--- src/rtl/txq_pkg.sv ---
// Package: shared constants and the attempt-result encoding of the transmit queue.
package txq_pkg;
    localparam int ID_W   = 29;
    localparam int WORD_W = 32;

    typedef enum logic [1:0] {
        RES_OK   = 2'd0,
        RES_ARB  = 2'd1,
        RES_ERR  = 2'd2,
        RES_ERR3 = 2'd3
    } txq_res_e;
endpackage

--- src/rtl/txq_store.sv ---
// Module: txq_store
// Holds both header words and the payload of every slot, and drives the
// words of one selected slot toward the engine.
// Assumes: the pending vector comes from the controller. Writes to a
// pending slot are dropped, so the offered frame stays stable.
module txq_store #(
    parameter int NBUF      = 3,
    parameter int PAY_WORDS = 2,
    localparam int IDX_W    = $clog2(NBUF),
    localparam int WSEL_W   = $clog2(PAY_WORDS + 2)
) (
    input  logic                                   clk,
    input  logic                                   rst_n,
    input  logic                                   wr_en,
    input  logic [IDX_W-1:0]                       wr_buf,
    input  logic [WSEL_W-1:0]                      wr_word,
    input  logic [txq_pkg::WORD_W-1:0]             wr_data,
    input  logic [NBUF-1:0]                        pend,
    input  logic [IDX_W-1:0]                       rd_buf,
    output logic [NBUF-1:0][txq_pkg::ID_W-1:0]     keys,
    output logic [txq_pkg::WORD_W-1:0]             rd_hdr0,
    output logic [txq_pkg::WORD_W-1:0]             rd_hdr1,
    output logic [PAY_WORDS*txq_pkg::WORD_W-1:0]   rd_pay
);
    import txq_pkg::*;

    logic [WORD_W-1:0]           hdr0_q [NBUF];
    logic [WORD_W-1:0]           hdr1_q [NBUF];
    logic [PAY_WORDS*WORD_W-1:0] pay_q  [NBUF];

    for (genvar gi = 0; gi < NBUF; gi++) begin : g_slot
        logic slot_we;
        assign slot_we = wr_en && (wr_buf == IDX_W'(gi)) && !pend[gi];

        // Header word registers of one slot.
        always_ff @(posedge clk) begin
            if (!rst_n) begin
                hdr0_q[gi] <= '0;
                hdr1_q[gi] <= '0;
            end else if (slot_we) begin
                if (wr_word == WSEL_W'(0)) hdr0_q[gi] <= wr_data;
                if (wr_word == WSEL_W'(1)) hdr1_q[gi] <= wr_data;
            end
        end

        for (genvar gk = 0; gk < PAY_WORDS; gk++) begin : g_word
            // One payload word register of one slot.
            always_ff @(posedge clk) begin
                if (!rst_n) begin
                    pay_q[gi][gk*WORD_W +: WORD_W] <= '0;
                end else if (slot_we && wr_word == WSEL_W'(gk + 2)) begin
                    pay_q[gi][gk*WORD_W +: WORD_W] <= wr_data;
                end
            end
        end

        assign keys[gi] = hdr0_q[gi][ID_W-1:0];
    end

    // Read multiplexer for the selected slot.
    always_comb begin
        rd_hdr0 = '0;
        rd_hdr1 = '0;
        rd_pay  = '0;
        for (int i = 0; i < NBUF; i++) begin
            if (rd_buf == IDX_W'(i)) begin
                rd_hdr0 = hdr0_q[i];
                rd_hdr1 = hdr1_q[i];
                rd_pay  = pay_q[i];
            end
        end
    end
endmodule

--- src/rtl/txq_pick.sv ---
// Module: txq_pick
// Finds the requesting slot with the smallest key. On equal keys the
// lower slot number wins.
// Assumes: keys are stable while they are compared (purely combinational).
module txq_pick #(
    parameter int NBUF   = 3,
    parameter int KEY_W  = 29,
    localparam int IDX_W = $clog2(NBUF)
) (
    input  logic                        clk,
    input  logic                        rst_n,
    input  logic [NBUF-1:0]             req,
    input  logic [NBUF-1:0][KEY_W-1:0]  keys,
    output logic                        any,
    output logic [IDX_W-1:0]            idx
);
    logic [KEY_W-1:0] best_key;

    // Linear scan; a strict compare keeps the earlier slot on a tie.
    always_comb begin
        any      = 1'b0;
        idx      = '0;
        best_key = '0;
        for (int i = 0; i < NBUF; i++) begin
            if (req[i] && (!any || keys[i] < best_key)) begin
                any      = 1'b1;
                idx      = IDX_W'(i);
                best_key = keys[i];
            end
        end
    end

    // the winner is always a requesting slot.
    a_r4_pick_is_pending: assert property (@(posedge clk) disable iff (!rst_n)
        any |-> req[idx]);

    // no requesting slot holds a strictly smaller key than the winner.
    always_comb begin
        if (rst_n && any) begin
            for (int i = 0; i < NBUF; i++) begin
                a_r4_pick_is_min: assert (!(req[i] && keys[i] < keys[idx]));
            end
        end
    end
endmodule

--- src/rtl/txq_ctrl.sv ---
// Module: txq_ctrl
// Keeps the pending and transmitted flags, the in-flight slot, the free-slot
// index and the post-success pause counter.
// Assumes: the engine sends one completion per take. A completion with
// nothing in flight is ignored.
module txq_ctrl #(
    parameter int NBUF      = 3,
    parameter int PAUSE_CYC = 4,
    localparam int IDX_W    = $clog2(NBUF),
    localparam int PCW      = $clog2(PAUSE_CYC + 1)
) (
    input  logic             clk,
    input  logic             rst_n,
    input  logic             cfg_single_shot,
    input  logic             cfg_pause_en,
    input  logic [NBUF-1:0]  add_req,
    input  logic             pick_any,
    input  logic [IDX_W-1:0] pick_idx,
    input  logic             eng_take,
    input  logic             eng_done,
    input  logic [1:0]       eng_res,
    output logic [NBUF-1:0]  pend,
    output logic [NBUF-1:0]  sent,
    output logic             offer,
    output logic [IDX_W-1:0] put_idx,
    output logic             full
);
    import txq_pkg::*;

    logic [NBUF-1:0]  pend_q, sent_q;
    logic             busy_q;
    logic [IDX_W-1:0] cur_q;
    logic [PCW-1:0]   pause_q;
    logic             take_ok, fin, fin_ok, fin_drop;

    assign offer    = pick_any && !busy_q && (pause_q == '0);
    assign take_ok  = eng_take && offer;
    assign fin      = eng_done && busy_q;
    assign fin_ok   = fin && (txq_res_e'(eng_res) == RES_OK);
    assign fin_drop = fin && (txq_res_e'(eng_res) != RES_OK) && cfg_single_shot;
    assign pend     = pend_q;
    assign sent     = sent_q;
    assign full     = &pend_q;

    // Lowest free slot, 0 when none is free.
    always_comb begin
        logic found;
        found   = 1'b0;
        put_idx = '0;
        for (int i = 0; i < NBUF; i++) begin
            if (!pend_q[i] && !found) begin
                found   = 1'b1;
                put_idx = IDX_W'(i);
            end
        end
    end

    // Per-slot pending and transmitted flags.
    always_ff @(posedge clk) begin
        if (!rst_n) begin
            pend_q <= '0;
            sent_q <= '0;
        end else begin
            for (int i = 0; i < NBUF; i++) begin
                if ((fin_ok || fin_drop) && cur_q == IDX_W'(i)) pend_q[i] <= 1'b0;
                if (fin_ok && cur_q == IDX_W'(i))               sent_q[i] <= 1'b1;
                if (add_req[i] && !pend_q[i]) begin
                    pend_q[i] <= 1'b1;
                    sent_q[i] <= 1'b0;
                end
            end
        end
    end

    // In-flight tracking between take and completion.
    always_ff @(posedge clk) begin
        if (!rst_n) begin
            busy_q <= 1'b0;
            cur_q  <= '0;
        end else if (take_ok) begin
            busy_q <= 1'b1;
            cur_q  <= pick_idx;
        end else if (fin) begin
            busy_q <= 1'b0;
        end
    end

    // Idle counter that holds back the offer after a success.
    always_ff @(posedge clk) begin
        if (!rst_n)                     pause_q <= '0;
        else if (fin_ok && cfg_pause_en) pause_q <= PCW'(PAUSE_CYC);
        else if (pause_q != '0)          pause_q <= pause_q - 1'b1;
    end

    // a success frees the in-flight slot and flags it as sent.
    a_r5_ok_frees: assert property (@(posedge clk) disable iff (!rst_n)
        fin_ok |=> (!pend_q[$past(cur_q)] && sent_q[$past(cur_q)]));

    // with retries on, a failed slot remains pending.
    a_r6_retry_kept: assert property (@(posedge clk) disable iff (!rst_n)
        (fin && eng_res != 2'd0 && !cfg_single_shot) |=> pend_q[$past(cur_q)]);

    // in single-shot mode a failed slot is freed without the sent flag.
    a_r7_single_try: assert property (@(posedge clk) disable iff (!rst_n)
        (fin && eng_res != 2'd0 && cfg_single_shot)
            |=> (!pend_q[$past(cur_q)] && !sent_q[$past(cur_q)]));

    // the cycle after a paused success offers nothing.
    a_r8_pause_hold: assert property (@(posedge clk) disable iff (!rst_n)
        (fin_ok && cfg_pause_en) |=> !offer);

    // an accepted add makes the slot count as occupied next cycle.
    a_r3_add_sets: assert property (@(posedge clk) disable iff (!rst_n)
        (add_req[0] && !pend_q[0]) |=> (pend_q[0] && !sent_q[0]));
endmodule

--- src/rtl/prio_txq.sv ---
// Module: prio_txq (top)
// A priority-ordered transmit queue: slot storage, a lowest-identifier
// selector and the queue controller, wired to the writer and engine sides.
// Assumes: NBUF >= 2, PAY_WORDS >= 1, PAUSE_CYC >= 1.
module prio_txq #(
    parameter int NBUF      = 3,
    parameter int PAY_WORDS = 2,
    parameter int PAUSE_CYC = 4,
    localparam int IDX_W    = $clog2(NBUF),
    localparam int WSEL_W   = $clog2(PAY_WORDS + 2)
) (
    input  logic                      clk,
    input  logic                      rst_n,
    input  logic                      cfg_single_shot,
    input  logic                      cfg_pause_en,
    input  logic                      wr_en,
    input  logic [IDX_W-1:0]          wr_buf,
    input  logic [WSEL_W-1:0]         wr_word,
    input  logic [31:0]               wr_data,
    input  logic [NBUF-1:0]           add_req,
    output logic [IDX_W-1:0]          put_idx,
    output logic                      queue_full,
    output logic [NBUF-1:0]           tx_sent,
    output logic                      eng_valid,
    output logic [IDX_W-1:0]          eng_buf,
    output logic [31:0]               eng_hdr0,
    output logic [31:0]               eng_hdr1,
    output logic [PAY_WORDS*32-1:0]   eng_payload,
    input  logic                      eng_take,
    input  logic                      eng_done,
    input  logic [1:0]                eng_res
);
    import txq_pkg::*;

    logic [NBUF-1:0]          pend;
    logic [NBUF-1:0][ID_W-1:0] keys;
    logic                     pick_any;
    logic [IDX_W-1:0]         pick_idx;

    txq_store #(.NBUF(NBUF), .PAY_WORDS(PAY_WORDS)) store_i (
        .clk(clk), .rst_n(rst_n), .wr_en(wr_en), .wr_buf(wr_buf),
        .wr_word(wr_word), .wr_data(wr_data), .pend(pend), .rd_buf(pick_idx),
        .keys(keys), .rd_hdr0(eng_hdr0), .rd_hdr1(eng_hdr1), .rd_pay(eng_payload)
    );

    txq_pick #(.NBUF(NBUF), .KEY_W(ID_W)) pick_i (
        .clk(clk), .rst_n(rst_n), .req(pend), .keys(keys),
        .any(pick_any), .idx(pick_idx)
    );

    txq_ctrl #(.NBUF(NBUF), .PAUSE_CYC(PAUSE_CYC)) ctrl_i (
        .clk(clk), .rst_n(rst_n), .cfg_single_shot(cfg_single_shot),
        .cfg_pause_en(cfg_pause_en), .add_req(add_req), .pick_any(pick_any),
        .pick_idx(pick_idx), .eng_take(eng_take), .eng_done(eng_done),
        .eng_res(eng_res), .pend(pend), .sent(tx_sent), .offer(eng_valid),
        .put_idx(put_idx), .full(queue_full)
    );

    assign eng_buf = pick_idx;

    // nothing is offered in the first cycle after reset.
    a_r1_quiet_after_reset: assert property (@(posedge clk)
        !rst_n |=> !eng_valid);
endmodule

--- config.mk ---
export PLATFORM = sky130hd
export DESIGN_NAME = prio_txq
export DESIGN_NICKNAME = d
export VERILOG_FILES = /design/src/rtl/txq_pkg.sv /design/src/rtl/txq_store.sv /design/src/rtl/txq_pick.sv /design/src/rtl/txq_ctrl.sv /design/src/rtl/prio_txq.sv
export SDC_FILE = /design/constraint.sdc
export NUM_CORES = 1
export LEC_CHECK = 0
export ABC_AREA = 1
export BUFFER_PORTS_ARGS = -buffer_cell sky130_fd_sc_hd__buf_2
export CAP_MARGIN = 10
export CORE_UTILIZATION = 55
export CTS_BUF_LIST = sky130_fd_sc_hd__clkbuf_16
export CTS_CLUSTER_DIAMETER = 120
export DETAILED_ROUTE_END_ITERATION = 12
export PLACE_DENSITY = 0.71
export SYNTH_ARGS = -nofsm -noshare
export SYNTH_HDL_FRONTEND = slang
export SYNTH_SLANG_ARGS = --single-unit
--- constraint.sdc ---
create_clock -name clk -period 9.85 [get_ports clk]
set_clock_uncertainty 0.05 [all_clocks]
set_input_delay 0.4925 -clock clk [delete_from_list [all_inputs] [get_ports clk]]
set_output_delay 0.4925 -clock clk [all_outputs]
set_load 0.1 [all_outputs]
==> run metrics <==
status completed; Core Util, Final 64.0%; first-pass GRT wire length 73,600 um; syn_nets 1,970; Tcrit/Tclk final 80.6%; gr ovfl total 0; MaxCap Viol Count 0; Final Hold Violating Endpoints 0; maximum vdd drop 0.142 mV; synth top area cells edfxtp_1, nand3_1, nor2_1; H-tree Lvls 2; Setup Buffers After CTS 0; Max Clock Freq 126 MHz; WP data arrival 7.40 ns; met2 WL 22,700 um; yosys warns 0; DR vias 14,000; antenna violations before repair 0; DP HPWL 29,100 um; average cell area after synthesis 9.99 um^2; CTS tree yes; Tmin final 7.94 ns; CP Buf/Inv Count 4; Root Driver clkbuf_16; Overall Power 0.00461 W; top layer in use met4; top_reg_cell synth edfxtp_1; pre-CTS WS 2.55 ns; synthesized flop and latch total 396; Total GRT Usage 28.3%; Synth top area share 62.0%; Synth cell types 26; count leader, synth nor2_1; routed wire length 48,500 um; Placement Rows 66; DIE AREA 34,600 um^2; DR pass1 iterations 6; startpoint types flip-flop; Initial Utilization 56.6%; quantity of gates resized following cts 0; CP Class reg -> out; met1 WL 20,200 um; Worst Hold Class in -> reg; CTS Hold Bufs 0; fin nets 2,076; setup TNS 0 ns; critical path's largest stage delay 0.91 ns; worst slew pin tran 1.26 ns; die height 186 um; DRC 0; Num CTS Buffers 42; Lkg Pwr 8.97 nW; PnR worst setup slack 1.91 ns; pin count of the biggest net entering global routing 139; power per cell area 219 nW/um^2; final setup vio count 0; number of global-route vias before repair 13,400; number of enable flip-flop cells after synthesis 384; Synth async-reset ratio 0%; DRT antenna net count 0; leading area contributor after synthesis edfxtp_1; Reg clk slew, reported paths 0.06 ns; CP Data Required Time 9.31 ns; Skew-Pair Late Insertion Delay 0.54 ns; Core Region 32,900 um^2; Max FO, Critical Path 106; synthesis-to-finish area growth 13.1%; port bufs 184; max-slew violations 0; vias per cell 5.72; layout cells sized above 1 15.6%; Crit path top cell by count nand2_1; Worst Setup End Kind output port; I/O Pins 185; clock buffer depth 3; Crit path max-delay family simple AND/OR/NAND/NOR gates; Placer Congestion 0.915; CTS Sinks 396; Critical-path top delay cell nand2_4; RSZ-0062 raised after global routing false; sequential share of the synthesized area 63.3%; R2R Setup Slk 3.48 ns; most frequent cells after synthesis nor2_1, edfxtp_1, nand3_1; Synth Instances 1,863; Slew headroom 15.4%; routed len/inst 19.8 um; DRT iter0 DRCs 1,543; die width 186 um; Mapped Area 18,600 um^2; DR WL met3 4190 um
==> worst min-delay path, stage by stage <==
cell	delay, ns
buf_2	0.08
nand2_1	0.06
nand2_1	0.06
a21oi_1	0.03
==> power by group <==
| part | switching (W) | total (W) | leakage [nW] | internal (W) |
|---|---|---|---|---|
| logic | 0.000900 | 0.00107 | 4.17 | 0.000170 |
| registers | 0.0000304 | 0.00195 | 4.09 | 0.00192 |
| clock network | 0.000659 | 0.00159 | 0.713 | 0.000927 |
| total | 0.00159 | 0.00461 | 8.97 | 0.00302 |
==> layout by cell type (no fill, tap or decap), types with 12 or more instances in the layout <==
cell type    n
a21oi_1     32
nand2_1    313
inv_1       76
nor2_1     407
dfxtp_1     12
or2_2       29
edfxtp_1   384
nand3_1    312
o21ai_0     64
clkbuf_16   43
buf_4       22
buf_2      184
ha_1        59
==> layer usage <==
metal  up-vias  track usage, %
met1      6713            39.1
met2       628            45.0
li1       6558               -
met4         0            9.61
met5         -               0
met3        94            5.30
==> cells by family after synthesis <==
kind of cell,count (synthesis),share of synthesized area [%]
AND/OR/NAND/NOR,1089,24.7
flip-flops,396,63.3
buffers and inverters,213,4.98
AO/OA/AOI/OAI,106,3.06
adder cells (fa/ha/maj),59,3.97
==> worst paths after layout <==
kind / from / end / cells past startpoint
setup / recovery: ctrl_i.pend[0] / eng_payload[14] / 30
hold / removal: add_req[1] / ctrl_i.sent[1] / 4
setup reg to reg: ctrl_i.pend[0] / ctrl_i.cur_q[0] / 29
hold reg to reg: ctrl_i.sent[1] / ctrl_i.sent[1] / 2
==> cell type report <==
type                    instances  area [um^2]
fillers                      2690        11800
flip-flops and latches        396        11800
multi-input cells            1254         5970
repair buffers                207         1110
clock buffers                  43         1080
well taps                     442          553
clock inverters                35          308
inverters                      68          258
diodes                          1         2.50
==> registers in the layout, indices dropped and copies added (netlist names) <==
register and cells:
ctrl_i.pause_q 3, ctrl_i.cur_q 2, store_i.pay_q 192, ctrl_i.sent 3
ctrl_i.busy_q 1, store_i.hdr0_q 96, ctrl_i.pend 3, store_i.hdr1_q 96
==> stage by stage <==
| step | cells | hold slack, ns | cell area (um^2) |
|---|---|---|---|
| floorplan | 1863 | 0.400 | 18600 |
| global placement | 2367 | 0.386 | 19700 |
| detailed placement | 2367 | 0.389 | 19700 |
| CTS | 2445 | 0.160 | 21000 |
| global route | 2445 | 0.194 | 21000 |
| finish | 2446 | 0.178 | 21000 |
Note: power is estimated with default switching activity, not from simulation.
